File: config.mk
export PLATFORM = sky130hd
export DESIGN_NAME = mode_ctrl
export DESIGN_NICKNAME = d
export VERILOG_FILES = /design/src/rtl/mode_ctrl.sv
export SDC_FILE = /design/constraint.sdc
export NUM_CORES = 1
export LEC_CHECK = 0
export BUFFER_PORTS_ARGS = -buffer_cell sky130_fd_sc_hd__buf_2
export CAP_MARGIN = 20
export CELL_PAD_IN_SITES_DETAIL_PLACEMENT = 0
export CELL_PAD_IN_SITES_GLOBAL_PLACEMENT = 1
export CORE_UTILIZATION = 30
export CTS_BUF_LIST = sky130_fd_sc_hd__clkbuf_8 sky130_fd_sc_hd__clkbuf_16
export DETAILED_ROUTE_END_ITERATION = 7
export PLACE_DENSITY_LB_ADDON = 0.1
export SLEW_MARGIN = 40
export SYNTH_ARGS = -nofsm -noshare
export SYNTH_HDL_FRONTEND = slang
export SYNTH_SLANG_ARGS = --single-unit
export TNS_END_PERCENT = 30
File: constraint.sdc
create_clock -name clk -period 2.15 [get_ports clk]
set_clock_uncertainty 0.2 [all_clocks]
set_input_delay 0.215 -clock clk [delete_from_list [all_inputs] [get_ports clk]]
set_output_delay 0.215 -clock clk [all_outputs]
set_load 0.02 [all_outputs]
File: src/rtl/mode_ctrl.sv
module mode_ctrl #(
  parameter int SPW  = 32,
  parameter int EXCW = 9
) (
  input  logic            clk,
  input  logic            rst_n,
  input  logic [SPW-1:0]  sp_reset_val,
  input  logic            exc_enter,
  input  logic [EXCW-1:0] exc_num,
  input  logic            exc_return,
  input  logic            ctl_we,
  input  logic [1:0]      ctl_wdata,
  input  logic            sp_we,
  input  logic [SPW-1:0]  sp_wdata,
  output logic            handler_mode,
  output logic            privileged,
  output logic            use_psp,
  output logic [EXCW-1:0] active_exc,
  output logic [SPW-1:0]  sp_active,
  output logic [SPW-1:0]  msp,
  output logic [SPW-1:0]  psp
);
  localparam int ALIGN = 2;
  localparam logic [SPW-1:0] ALIGN_MASK = ~SPW'((1 << ALIGN) - 1);

  logic [1:0]      ctl_q;
  logic            hnd_q;
  logic [EXCW-1:0] exc_q;
  logic [SPW-1:0]  msp_q, psp_q;

  always_ff @(posedge clk) begin
    if (!rst_n) begin
      ctl_q <= 2'b00;
      hnd_q <= 1'b0;
      exc_q <= '0;
      msp_q <= sp_reset_val & ALIGN_MASK;
      psp_q <= '0;
    end else begin
      if (ctl_we && privileged) ctl_q <= ctl_wdata;
      if (!hnd_q && exc_enter) begin
        hnd_q <= 1'b1;
        exc_q <= exc_num;
      end else if (hnd_q && exc_return) begin
        hnd_q <= 1'b0;
        exc_q <= '0;
      end
      if (sp_we) begin
        if (use_psp) psp_q <= sp_wdata & ALIGN_MASK;
        else         msp_q <= sp_wdata & ALIGN_MASK;
      end
    end
  end

  assign handler_mode = hnd_q;
  assign privileged   = hnd_q | ~ctl_q[1];
  assign use_psp      = ~hnd_q & ctl_q[0];
  assign active_exc   = hnd_q ? exc_q : '0;
  assign sp_active    = use_psp ? psp_q : msp_q;
  assign msp          = msp_q;
  assign psp          = psp_q;
endmodule


==> metrics.json <==
{
  "clocking": {
    "cts-htree-levels": 3,
    "clockRootBuffer": "clkbuf_16",
    "clk_path_buf_depth": 2,
    "clock_input_transition_at_the_sequential_cells_of_the_worst_setup_and_hold_paths_ps": 60,
    "clk-insertion-delay-late_ps": 320,
    "cts_resized": 0,
    "tritoncts": "yes",
    "cts_inserted_buffers": 9,
    "clock_sinks": 72,
    "post-cts-setup-buffer-count": 0
  },
  "sta": {
    "timing.final.crit_share_pct": 92.63,
    "timing_max_transition_violations_final": 0,
    "setup_viol": 0,
    "grt_setup_unrepaired": "no",
    "final_critical_path_setup_slack_ps": 158.5,
    "finalWorstPathRequiredPeriod_ps": 1992,
    "hold_slack_ps": 6.076,
    "finalHoldViolCount": 0,
    "fmax_mhz": 502.1,
    "setup_total_negative_slack_ps": 0
  },
  "worst_setup_path": {
    "reg2reg_setup_slack_ps": 560,
    "critical_path_end_type": "primary output",
    "worst-endpoint-required_ps": 1740,
    "longest_individual_stage_delay_on_the_worst_path_ps": 330,
    "crit_path_start_kind": "register",
    "cpMaxStageDelayCell": "mux2_4",
    "critical-path-top-delay-family": "buffers and inverters",
    "critical_path.cell_chain": "nand2b_4 -> buf_4 -> mux2_4 -> buf_2",
    "cp_data_arrival_time_ps": 1580,
    "crit_path_max_fanout": 16,
    "path_class": "register to primary output",
    "crit_buf_inv": 2
  },
  "yosys": {
    "ys.warnings.count": 0,
    "synth-async-reset-ratio_pct": 0,
    "postSynthCellCount": 315,
    "yosys.area.top_type": "edfxtp_1",
    "synth_edf_count": 30,
    "top_cells_by_count_synth": "42 x dfxtp_1, 36 x nand2_1, 32 x mux2_2",
    "syn_area_sq_um": 3560,
    "netlist-cell-type-count": 26,
    "synth_most_common_cell": "dfxtp_1",
    "synthTopCellsByArea": "edfxtp_1 25%, dfxtp_1 24%, mux2_4 12%",
    "yosysTopAreaCellShare_pct": 25.31,
    "ys_seq_elements": 72,
    "most_used_flip_flop_cell_after_synthesis": "dfxtp_1",
    "postSynthAreaPerCell_sq_um": 11.30,
    "seq_area_frac_synth_pct": 48.93
  },
  "global_route": {
    "grt_antenna_before_repair": 0,
    "grt_remaining_overflow": 0,
    "grt_pass1_vias": 2908,
    "gr-usage-all-layers_pct": 14.76,
    "grt_start_max_net_pins": 41,
    "grt_pass1_wl_mm": 14.53
  },
  "die": {
    "core_outline_area_sq_um": 11470,
    "die_w_um": 110.9,
    "dieHeight_um": 110.9,
    "start_util_pct": 31.04,
    "die-area_sq_um": 12310,
    "placement_rows": 39,
    "io_pins": 189
  },
  "hold_path": {
    "type_of_the_tightest_min_delay_check": "primary input to register"
  },
  "routing": {
    "vias_per_cell": 4.456,
    "drt_wirelength_mm": 8.873,
    "detail_route.wl_per_cell_um": 12.71,
    "initialDrtViolationCount": 120,
    "drt_pre_antenna_iters": 4,
    "vias": 3110,
    "antenna_violating_nets_post_route": 0,
    "remaining_drc_errors": 0
  },
  "status": {
    "outcome": "complete, no violations"
  },
  "placed_design": {
    "io_buffers": 178,
    "gp_congestion": 0.6829,
    "pre_cts_ws_ps": 483.5,
    "dp.final_hpwl_mm": 6.006
  },
  "pwr": {
    "report.power.total_uw": 3964,
    "p_leak_uw": 0.002597,
    "power_per_cell_area_nw_per_um2": 716.0,
    "worst_vdd_rail_ir_drop_mv": 0.4078
  },
  "job": {
    "total_of_max_cap_violations": 0
  },
  "final_layout": {
    "final_layout_size_suffix_gt1_share_pct": 48.11,
    "fill_cell_total_of_the_finished_layout": 1085,
    "final_net_count": 631,
    "areaGrowthSynthToFinish_pct": 55.54,
    "antennaDiodeCount": 0
  }
}
-- layout by cell type (no fill, tap or decap), types with 5 or more instances in the layout --
master	Yosys	final
nand3_1	31	31
mux2_2	32	32
mux2_4	28	28
o21ai_0	13	13
edfxtp_1	30	30
and2_1	17	17
buf_12	0	5
dfxtp_1	42	42
dlygate4sd3_1	0	63
clkbuf_16	0	9
o21ai_1	25	25
mux2i_1	9	9
nand2_1	36	35
conb_1	1	6
nand3b_1	8	8
buf_4	10	7
buf_2	14	177
-- what timing repair did --
| action | 4_1_cts | 5_1_grt |
|---|---|---|
| endpoints found under the hold margin | 63 | 0 |
| hold buffers | 63 | 0 |
| setup endpoints to repair | 0 | 0 |
-- worst paths after layout --
| kind | start | to | cells after the start |
|---|---|---|---|
| setup / recovery | handler_mode$_SDFFE_PN0P_ | sp_active[15] | 4 |
| hold / removal | ctl_we | ctl_q[0]$_SDFFE_PN0P_ | 2 |
| setup reg to reg | handler_mode$_SDFFE_PN0P_ | msp[5]$_DFFE_PP_ | 5 |
| hold reg to reg | exc_q[8]$_SDFFE_PN0P_ | exc_q[8]$_SDFFE_PN0P_ | 2 |
-- power by group --
group	internal, uW	leakage (uW)	switching, uW
logic	399	0.00180	403
registers	1520	0.000646	46.3
clock network	1040	0.000156	558
total	2960	0.00260	1010
-- area by class of cell --
type	count	area, sq um	share of cell area, %
sequential	72	1742	31.46
timing repair buffer	252	1669	30.15
multi-input combinational	214	1620	29.27
clock buffer	10	239.0	4.316
tap	143	178.9	3.232
clock inverter	6	83.83	1.514
inverter	1	3.754	0.06780
-- per-layer routing --
metal / routed length, um / up-vias / share of wire [%] / global-route usage [%]
li1: - / 1575 / - / -
met1: 4030 / 1421 / 45 / 18.27
met2: 4282 / 108 / 48 / 25.01
met3: 488 / 6 / 5.5 / 3.554
met4: 71 / 0 / 0.80 / 5.067
met5: 0 / - / 0 / 0
-- sequential cells by signal, indices dropped and copies added (netlist names) --
| name | cells |
|---|---|
| exc_q | 9 |
| handler_mode | 1 |
| msp | 30 |
| ctl_q | 2 |
| psp | 30 |
-- worst register-to-register path, delay by kind of cell (launching register included) --
family | cells | cell delay [ps]
buffers and inverters | 2 | 450
and+or+nand+nor | 3 | 290
DFF | 1 | 320
-- cells by family after synthesis --
kind of cell | Yosys count | synth area share (%)
AOI/OAI and AO/OA | 42 | 6.256
buffers and inverters | 34 | 6.186
DFF | 72 | 48.93
muxes | 69 | 24.46
other | 1 | 0.1053
and+or+nand+nor | 97 | 14.06
-- per-stage QoR --
step / util [%] / instances / instance area (sq um)
2_1_floorplan: - / 320 / 3581
3_3_place_gp: 39.97 / 619 / 4583
3_5_place_dp: 39.97 / 619 / 4583
4_1_cts: 48.28 / 698 / 5537
5_1_grt: 48.28 / 698 / 5537
6_report: 48.28 / 698 / 5537
No activity file was read; power rests on OpenSTA's default activity.
